**src/rtl/ost_pkg.sv**
```systemverilog
package ost_pkg;

    localparam int NUM_TAPS = 8;

    typedef enum logic [2:0] {
        ST_HALT,
        ST_SLEEP,
        ST_RESUME,
        ST_COUNT,
        ST_DONE
    } ost_state_e;

    // Largest exponent among the taps; sets the counter width.
    function automatic int unsigned tap_max(input logic [NUM_TAPS-1:0][4:0] e);
        int unsigned m;
        m = 0;
        for (int i = 0; i < NUM_TAPS; i++) begin
            if (32'(e[i]) > m) m = 32'(e[i]);
        end
        return m;
    endfunction

    // Threshold of tap k in oscillator cycles.
    function automatic logic [31:0] tap_thr(input logic [NUM_TAPS-1:0][4:0] e,
                                            input int unsigned off,
                                            input int unsigned k);
        return (32'd1 << e[k]) + off;
    endfunction

endpackage

```
**src/rtl/ost_ctrl.sv**
```systemverilog
module ost_ctrl
    import ost_pkg::*;
(
    input  logic       clk,
    input  logic       rst_n,
    input  logic       osc_stop,
    input  logic       stop_enter,
    input  logic       stop_exit,
    input  logic [2:0] wait_sel,
    input  logic       at_lim,
    output logic [2:0] sel_q,
    output logic       cnt_clr,
    output logic       cnt_run,
    output logic       running
);

    ost_state_e state_q, state_d;
    logic       clear_evt;
    logic       start_evt;

    assign clear_evt = osc_stop | stop_enter;
    assign start_evt = (state_d == ST_COUNT) && (state_q != ST_COUNT);

    // Next-state logic: clearing events take priority over everything.
    always_comb begin
        state_d = state_q;
        if (osc_stop) begin
            state_d = ST_HALT;
        end else if (stop_enter) begin
            state_d = stop_exit ? ST_RESUME : ST_SLEEP;
        end else begin
            unique case (state_q)
                ST_HALT:   state_d = ST_COUNT;
                ST_SLEEP:  state_d = stop_exit ? ST_COUNT : ST_SLEEP;
                ST_RESUME: state_d = ST_COUNT;
                ST_COUNT:  state_d = at_lim ? ST_DONE : ST_COUNT;
                ST_DONE:   state_d = ST_DONE;
                default:   state_d = ST_HALT;
            endcase
        end
    end

    // State register, with the select code captured at each start.
    always_ff @(posedge clk or negedge rst_n) begin
        if (!rst_n) begin
            state_q <= ST_HALT;
            sel_q   <= '0;
        end else begin
            state_q <= state_d;
            if (start_evt) sel_q <= wait_sel;
        end
    end

    // Outputs.
    always_comb begin
        running = 1'b0;
        cnt_run = 1'b0;
        unique case (state_q)
            ST_COUNT: begin
                running = 1'b1;
                cnt_run = 1'b1;
            end
            ST_DONE:  running = 1'b1;
            default:  ;
        endcase
        cnt_clr = clear_evt | ~running;
    end

endmodule

```
**src/rtl/ost_count.sv**
```systemverilog
module ost_count
    import ost_pkg::*;
#(
    parameter logic [NUM_TAPS-1:0][4:0] TAP_EXP    = {5'd18, 5'd17, 5'd15, 5'd13,
                                                       5'd11, 5'd10, 5'd9,  5'd8},
    parameter int unsigned              TAP_OFFSET = 16,
    parameter int unsigned              CW         = tap_max(TAP_EXP) + 1
) (
    input  logic          clk,
    input  logic          rst_n,
    input  logic          clr,
    input  logic          run,
    input  logic [2:0]    sel_q,
    output logic [CW-1:0] cnt,
    output logic          at_lim
);

    logic [CW-1:0] cnt_q;
    logic [CW-1:0] lim;

    always_comb begin
        lim    = CW'(tap_thr(TAP_EXP, TAP_OFFSET, 32'(sel_q)));
        at_lim = (cnt_q == lim);
    end

    // Saturating up-counter: holds once the selected limit is reached.
    always_ff @(posedge clk or negedge rst_n) begin
        if (!rst_n) begin
            cnt_q <= '0;
        end else if (clr) begin
            cnt_q <= '0;
        end else if (run && !at_lim) begin
            cnt_q <= cnt_q + CW'(1);
        end
    end

    assign cnt = cnt_q;

endmodule

```
**src/rtl/ost_thermo.sv**
```systemverilog
module ost_thermo
    import ost_pkg::*;
#(
    parameter logic [NUM_TAPS-1:0][4:0] TAP_EXP    = {5'd18, 5'd17, 5'd15, 5'd13,
                                                       5'd11, 5'd10, 5'd9,  5'd8},
    parameter int unsigned              TAP_OFFSET = 16,
    parameter int unsigned              CW         = tap_max(TAP_EXP) + 1
) (
    input  logic [CW-1:0]       cnt,
    input  logic                running,
    input  logic [2:0]          rd_idx,
    output logic [NUM_TAPS-1:0] status,
    output logic                rd_bit
);

    // One comparator per tap; tap k drives bit NUM_TAPS-1-k.
    for (genvar k = 0; k < NUM_TAPS; k++) begin : g_tap
        localparam logic [CW-1:0] THR = CW'(tap_thr(TAP_EXP, TAP_OFFSET, k));
        assign status[NUM_TAPS-1-k] = running && (cnt >= THR);
    end

    assign rd_bit = status[rd_idx];

endmodule

```
**src/rtl/osc_settle_timer.sv**
```systemverilog
module osc_settle_timer
    import ost_pkg::*;
#(
    parameter logic [NUM_TAPS-1:0][4:0] TAP_EXP    = {5'd18, 5'd17, 5'd15, 5'd13,
                                                       5'd11, 5'd10, 5'd9,  5'd8},
    parameter int unsigned              TAP_OFFSET = 16
) (
    input  logic       clk,
    input  logic       rst_n,
    input  logic       osc_stop,
    input  logic       stop_enter,
    input  logic       stop_exit,
    input  logic [2:0] wait_sel,
    input  logic [2:0] rd_idx,
    output logic [7:0] status,
    output logic       rd_bit,
    output logic       stabilized
);

    localparam int unsigned CW = tap_max(TAP_EXP) + 1;

    logic [2:0]    sel_q;
    logic          cnt_clr;
    logic          cnt_run;
    logic          running;
    logic          at_lim;
    logic [CW-1:0] cnt;

    ost_ctrl u_ctrl (
        .clk        (clk),
        .rst_n      (rst_n),
        .osc_stop   (osc_stop),
        .stop_enter (stop_enter),
        .stop_exit  (stop_exit),
        .wait_sel   (wait_sel),
        .at_lim     (at_lim),
        .sel_q      (sel_q),
        .cnt_clr    (cnt_clr),
        .cnt_run    (cnt_run),
        .running    (running)
    );

    ost_count #(
        .TAP_EXP    (TAP_EXP),
        .TAP_OFFSET (TAP_OFFSET),
        .CW         (CW)
    ) u_count (
        .clk    (clk),
        .rst_n  (rst_n),
        .clr    (cnt_clr),
        .run    (cnt_run),
        .sel_q  (sel_q),
        .cnt    (cnt),
        .at_lim (at_lim)
    );

    ost_thermo #(
        .TAP_EXP    (TAP_EXP),
        .TAP_OFFSET (TAP_OFFSET),
        .CW         (CW)
    ) u_thermo (
        .cnt     (cnt),
        .running (running),
        .rd_idx  (rd_idx),
        .status  (status),
        .rd_bit  (rd_bit)
    );

    assign stabilized = running & at_lim;

endmodule

```
**config.mk**
```make
export PLATFORM = sky130hd
export DESIGN_NAME = osc_settle_timer
export DESIGN_NICKNAME = d
export VERILOG_FILES = /design/src/rtl/ost_pkg.sv /design/src/rtl/ost_ctrl.sv /design/src/rtl/ost_count.sv /design/src/rtl/ost_thermo.sv /design/src/rtl/osc_settle_timer.sv
export SDC_FILE = /design/constraint.sdc
export NUM_CORES = 1
export LEC_CHECK = 0
export BUFFER_PORTS_ARGS = -buffer_cell sky130_fd_sc_hd__buf_4
export CAP_MARGIN = 0
export CORE_ASPECT_RATIO = 1.25
export CORE_MARGIN = 2
export CORE_UTILIZATION = 42
export DETAILED_ROUTE_END_ITERATION = 8
export PLACE_DENSITY = 0.67
export SYNTH_ARGS = -nofsm -noshare
export SYNTH_HDL_FRONTEND = slang
export SYNTH_SLANG_ARGS = --single-unit
```
**constraint.sdc**
```tcl
create_clock -name clk -period 4.18 [get_ports clk]
set_input_delay 0.418 -clock clk [delete_from_list [all_inputs] [get_ports clk]]
set_output_delay 0.418 -clock clk [all_outputs]
set_load 0.05 [all_outputs]
```
# After elaboration in Yosys (flattened, before gate mapping)
# Memories as Yosys holds them, arrays and structs flattened.
# Cells that the tools add are included.
[totals] mem_count=1 word_cells=56 out_inout_bits=10 romBits=40 ff_bits=25
[mem_list] name="(no name shown)" words=8 word_bits=5 read_ports=1 rd_clocked_by_memory_dff=0 write_ports=0 line_no="ost_pkg.sv:27" rtl="return (32'd1 << e[k]) + off;"
[op_classes] eq_ne=7 muxes=13 magnitude_cmp=10 bitwise_logic=4 n_addsub=2 reduce_logical=15 n_shift=1
[op_table] cell="19-bit 2-to-1 mux" count=2
[op_table] cell="19-bit by 1-bit adder with 19-bit output, second input constant" count=1
[op_table] cell="19-bit by 5-bit adder with 19-bit output, second input constant" count=1
[op_table] cell="19-bit == test" count=1
[op_table] cell="19-bit by 10-bit greater-or-equal comparator with 1-bit output, second input constant" count=1
[op_table] cell="19-bit by 11-bit greater-or-equal comparator with 1-bit output, second input constant" count=1
[op_table] cell="19-bit by 12-bit greater-or-equal comparator with 1-bit output, second input constant" count=1
[op_table] cell="19-bit by 14-bit greater-or-equal comparator with 1-bit output, second input constant" count=1
[op_table] cell="19-bit by 16-bit greater-or-equal comparator with 1-bit output, second input constant" count=1
[op_table] cell="19-bit by 18-bit greater-or-equal comparator with 1-bit output, second input constant" count=1
[op_table] cell="19-bit greater-or-equal comparator, second input constant" count=1
[op_table] cell="19-bit by 9-bit greater-or-equal comparator with 1-bit output, second input constant" count=1
[op_table] cell="1-bit by 5-bit << shifter with 19-bit output, first input constant" count=1
[op_table] cell="3-bit case mux with 4 select lines" count=1
[op_table] cell="1-bit logical AND" count=10
[op_table] cell="3-bit by 2-bit == test with 1-bit output, second input constant" count=3
[op_table] cell="3-bit 2-to-1 mux" count=3
[op_table] cell="3-bit by 4-bit less-than comparator with 1-bit output, second input constant" count=2
[op_table] cell="5-bit 2-to-1 mux" count=1
[op_table] cell="2-bit 2-to-1 mux" count=2
[op_table] cell="2-bit OR reduction" count=2
[op_table] cell="1-bit binary-select mux with 3-bit select" count=1
[op_table] cell="3-bit by 1-bit == test with 1-bit output, second input constant" count=1
[op_table] cell="3-bit == test, second input constant" count=1
[op_table] cell="other kinds (8)" count=11

# Logic depth before layout (Yosys ltp)
[logic_depth] depth_word=11 depth_mapped=8 ltp_nobuf=8

# Cells and area by module
# A second synthesis with hierarchy kept.
[hier_totals] cells_unflattened=209 hier_area_um2=1805.5
[by_module_without_submodules] module="ost_count" cells_each=129 area_each_um2=1141.1 seq_area_each_um2=475.5 n_inst=1
[by_module_without_submodules] module="ost_thermo" cells_each=52 area_each_um2=357.8 seq_area_each_um2=0.0 n_inst=1
[by_module_without_submodules] module="ost_ctrl" cells_each=27 area_each_um2=300.3 seq_area_each_um2=150.1 n_inst=1
[by_module_without_submodules] module="osc_settle_timer" cells_each=1 area_each_um2=6.3 seq_area_each_um2=0.0 n_inst=1

# Worst setup path after synthesis
# No wires, ideal clock.
[synth_path] path_kind="register to output" startpoint="register u_count.cnt_q[7], in the netlist u_count.cnt[7]" endpoint="output rd_bit" path_stages_with_launch=8 setup_slack_ps=1212 arrival_ps=2550 n_path_buf=1 cell_sequence="dfrtp_1 -> or4_1 -> buf_2 -> or3_4 -> or4_1 -> a211oi_2 -> nand3b_1 -> a31oi_1"
[synth_via] elab_chain_cells=4 elab_cells_between_ends=18 classes_between="order compare (8); mux (2); reduce/logical (8)"
[synth_lines] item="start, declared" line_no="ost_count.sv:18" rtl="logic [CW-1:0] cnt_q;"
[synth_lines] item="start signal, assigned" line_no="ost_count.sv:33" rtl="cnt_q <= cnt_q + CW'(1);"
[synth_lines] item="19-bit greater-or-equal comparator (tied with other cells)" line_no="ost_thermo.sv:19" rtl="assign status[NUM_TAPS-1-k] = running && (cnt >= THR);"
[synth_lines] item="1-bit logical AND" line_no="ost_thermo.sv:19"
[synth_lines] item="1-bit binary-select mux with 3-bit select (*)" line_no="ost_thermo.sv:22" rtl="assign rd_bit = status[rd_idx];"
[synth_lines] item="1-bit 2-to-1 mux (implied by the code) (*)" line_no="ost_thermo.sv:22"
[synth_lines] item="end, declared" line_no="osc_settle_timer.sv:16" rtl="output logic rd_bit,"
# Mark *: on every way between the ends. The rest lies on a longest branch, timed or not. The select of a mux whose other input is x is not followed.

# Worst setup path in the final report
# Ends and elaborated chain as after synthesis.

==> results by group <==
Timing
  – Tmin final: 3284 ps
  – Slew at the pin closest to its max-slew limit: 1021 ps
  – Worst hold slack: 35.36 ps
  – Post-route clock period utilization: 0.7856
  – Final hold vios: 0
  – RSZ-0062 raised after global routing: false
  – Final setup fails: 0
  – Slew Limit Headroom: 0.3019
  – Setup WS post-layout: 896.2 ps
  – Clock skew: 2.751 ps
  – Sum Neg Setup Slack: 0 ps
  – Highest clock rate: 304.5 MHz
  – Slew Limit Fails: 0

Layout
  – Util after Layout: 0.4836
  – Antenna Cells: 0
  – Fin nets: 238
  – Area of the multi-input gates: 1028 um^2
  – Sequential cell area: roughly 630 um^2
  – Design area: 1951 um^2
  – Final Non-Filler Cells: 279
  – Share of layout cells above drive strength 1: 0.1570
  – Area delta synth->final: 12.73%
  – Layout fillers: between 400 and 500

Clock tree
  – # hold bufs at CTS: 0
  – CTS Sinks: 25
  – Total CTS buffers: 3
  – Max clock buf depth: 2
  – H-tree depth: 1
  – CTS resizes: 0
  – Worst skew pair latency: between 200 and 300 ps
  – Clk Tree Root Cell: clkbuf_8
  – Post-CTS Setup Repair Bufs: 0
  – CTS tree: yes
  – CTS clk-pin slew, worst paths: 90 ps

Synth
  – Cells after synthesis: 211
  – Yosys warnings: 0
  – Synth cell count leaders: nor2_1, dfrtp_1, a21oi_1
  – Distinct cells, synth: 41
  – Top post-synthesis cells by area: dfrtp_1, nor2_1, a21oi_1, mux2_2, o21ai_0
  – Sequential area share after synthesis: 0.3615
  – Avg Cell Area, Syn: around 8 um^2
  – Synth top area share: 0.3615
  – Cell area after synthesis: 1730 um^2
  – Synth Flop Type: dfrtp_1
  – Syn nets: ~230
  – Count leader, synth: nor2_1
  – Post-synth EDFFs: 0
  – Leading area contributor after synthesis: dfrtp_1
  – Async SR Flop Fraction: 1.000
  – Synth Register Bits: 25

Power and ir drop
  – LEAKAGE: approximately 0.77 nW
  – Switching share of power: 0.2533
  – Combinational power share: 0.113
  – Clock share of power: 0.315
  – Internal: 0.3404 mW
  – Psw: 0.1155 mW
  – VDD IR max: approximately 0.21 mV
  – Pwr/cell area: 233.7 nW/um^2
  – Sequential power share: 0.573
  – PnR Total Power: between 0.4 and 0.5 mW

Die
  – Width of the chip: 61.41 um
  – Initial Util: 0.4290
  – Rows: 26
  – Area of the die: approximately 4700 um^2
  – Chip height: 75.77 um
  – Ports: 21
  – Core area: just over 4000 um^2

Critical path
  – Reg2Reg Setup Slack: around 1600 ps
  – FF-to-FF path depth: 5
  – Critical Path End Type: primary output
  – Max FO, Critical Path: 7
  – Critical Path RT: ~3800 ps
  – Nature of the critical path startpoint: flip-flop
  – Data arrival, critical path: 2870 ps
  – Critical path class: reg2out

Route
  – DRC violations left: 0
  – DR pass1 iterations: 4
  – DR WL/cell: 13.86 um
  – Via count: between 1500 and 2000
  – Vias per inst: 5.427
  – DRT Wirelength: 3.868 mm
  – Initial DRC count: 65
  – Antenna viol nets, final: 0

Place
  – Port Buffers: 20
  – Final GP Congestion: 0.8828
  – Dpl cell area: 1904 um^2
  – Post-DP HPWL: 2.829 mm
  – Placed Cells incl. Taps: 275
  – Pre-CTS WS: between 1000 and 1500 ps

Run
  – Max-cap violations: 0

GRT
  – First-pass GRT wire length: ~6.3 mm
  – Largest net degree at the start of global routing: 26
  – Grt ovf: 0
  – Vias in the first global route: around 1400
  – Antenna violations before repair: 0
  – Gr usage total: 0.1828

Outcome
  – Status: complete, no violations

Worst hold path
  – Hold WC Path Type: in2async
path summary, 6_finish.rpt:
| path | end | start |
|---|---|---|
| worst max-delay path | rd_bit | u_count.cnt[7] |
| worst min-delay path | u_count.cnt[8] | rst_n |
| worst max register to register | u_count.cnt[2] | u_ctrl.state_q[0] |
| worst min register to register | u_count.cnt[0] | u_count.cnt[0] |
| max in group asynchronous | u_ctrl.sel_q[1] | rst_n |
| min in group clk | u_ctrl.state_q[0] | osc_stop |
cell families after synthesis:
group	count (synthesis)	synth area share
DFF	25	0.3615
AOI/OAI and AO/OA	47	0.1743
muxes	6	0.03904
and+or+nand+nor	96	0.2885
adders and majority gates	3	0.02169
xor gates and xnor gates	14	0.07086
buffers and inverters	20	0.04411
placed cells by master, fill, tap and decap left out, types with 4 or more instances in the layout:
master / netlist / routed
nor2_1: 30 / 30
dfrtp_1: 25 / 25
buf_4: 0 / 20
a21oi_1: 17 / 17
nand2_1: 15 / 15
o21ai_0: 13 / 13
inv_1: 8 / 8
nand3_1: 7 / 7
xnor2_1: 7 / 7
xor2_1: 7 / 7
nor3_1: 6 / 6
mux2_2: 6 / 6
a2111oi_0: 5 / 5
nand2b_1: 5 / 5
and3_1: 4 / 4
nand4_1: 4 / 4
or3_1: 4 / 4
metal layers:
| layer | GRT usage | vias to the layer above | routed length, um |
|---|---|---|---|
| li1 | - | 778 | - |
| met1 | 0.2365 | 706 | 1820 |
| met2 | 0.3002 | 25 | 1871 |
| met3 | 0.03056 | 5 | 118 |
| met4 | 0.07565 | 0 | 58 |
| met5 | 0 | - | 0 |
critical path, stage by stage, from the launching register on:
cell and delay (ps):
dfrtp_1 440, or4_1 660, or3_4 380, or4_1 430, a211oi_2 260, nand3b_1 140, a31oi_1 90, buf_4 190
state kept, by name, indices dropped and copies added, names as in the netlist:
signal,cells
u_count.cnt,19
u_ctrl.sel_q,3
u_ctrl.state_q,3
power groups by stage:
stage               sequential [mW]  combinational [mW]  clock, mW
CTS                           0.261              0.0524      0.150
global route                  0.264              0.0580      0.164
floorplan                     0.262              0.0322          0
finish                        0.261              0.0513      0.143
global placement              0.265              0.0511          0
detailed placement            0.265              0.0521          0
final cells by class:
type / count / area share
multi-input cells: 166 / 0.5273
flip-flops and latches: 25 / 0.3207
repair buffers: 20 / 0.07697
well taps: 56 / 0.03592
clock buffers: 3 / 0.02117
inverters: 8 / 0.01539
clock inverters: 1 / 0.002566
Note: power is estimated with default switching activity, not from simulation.
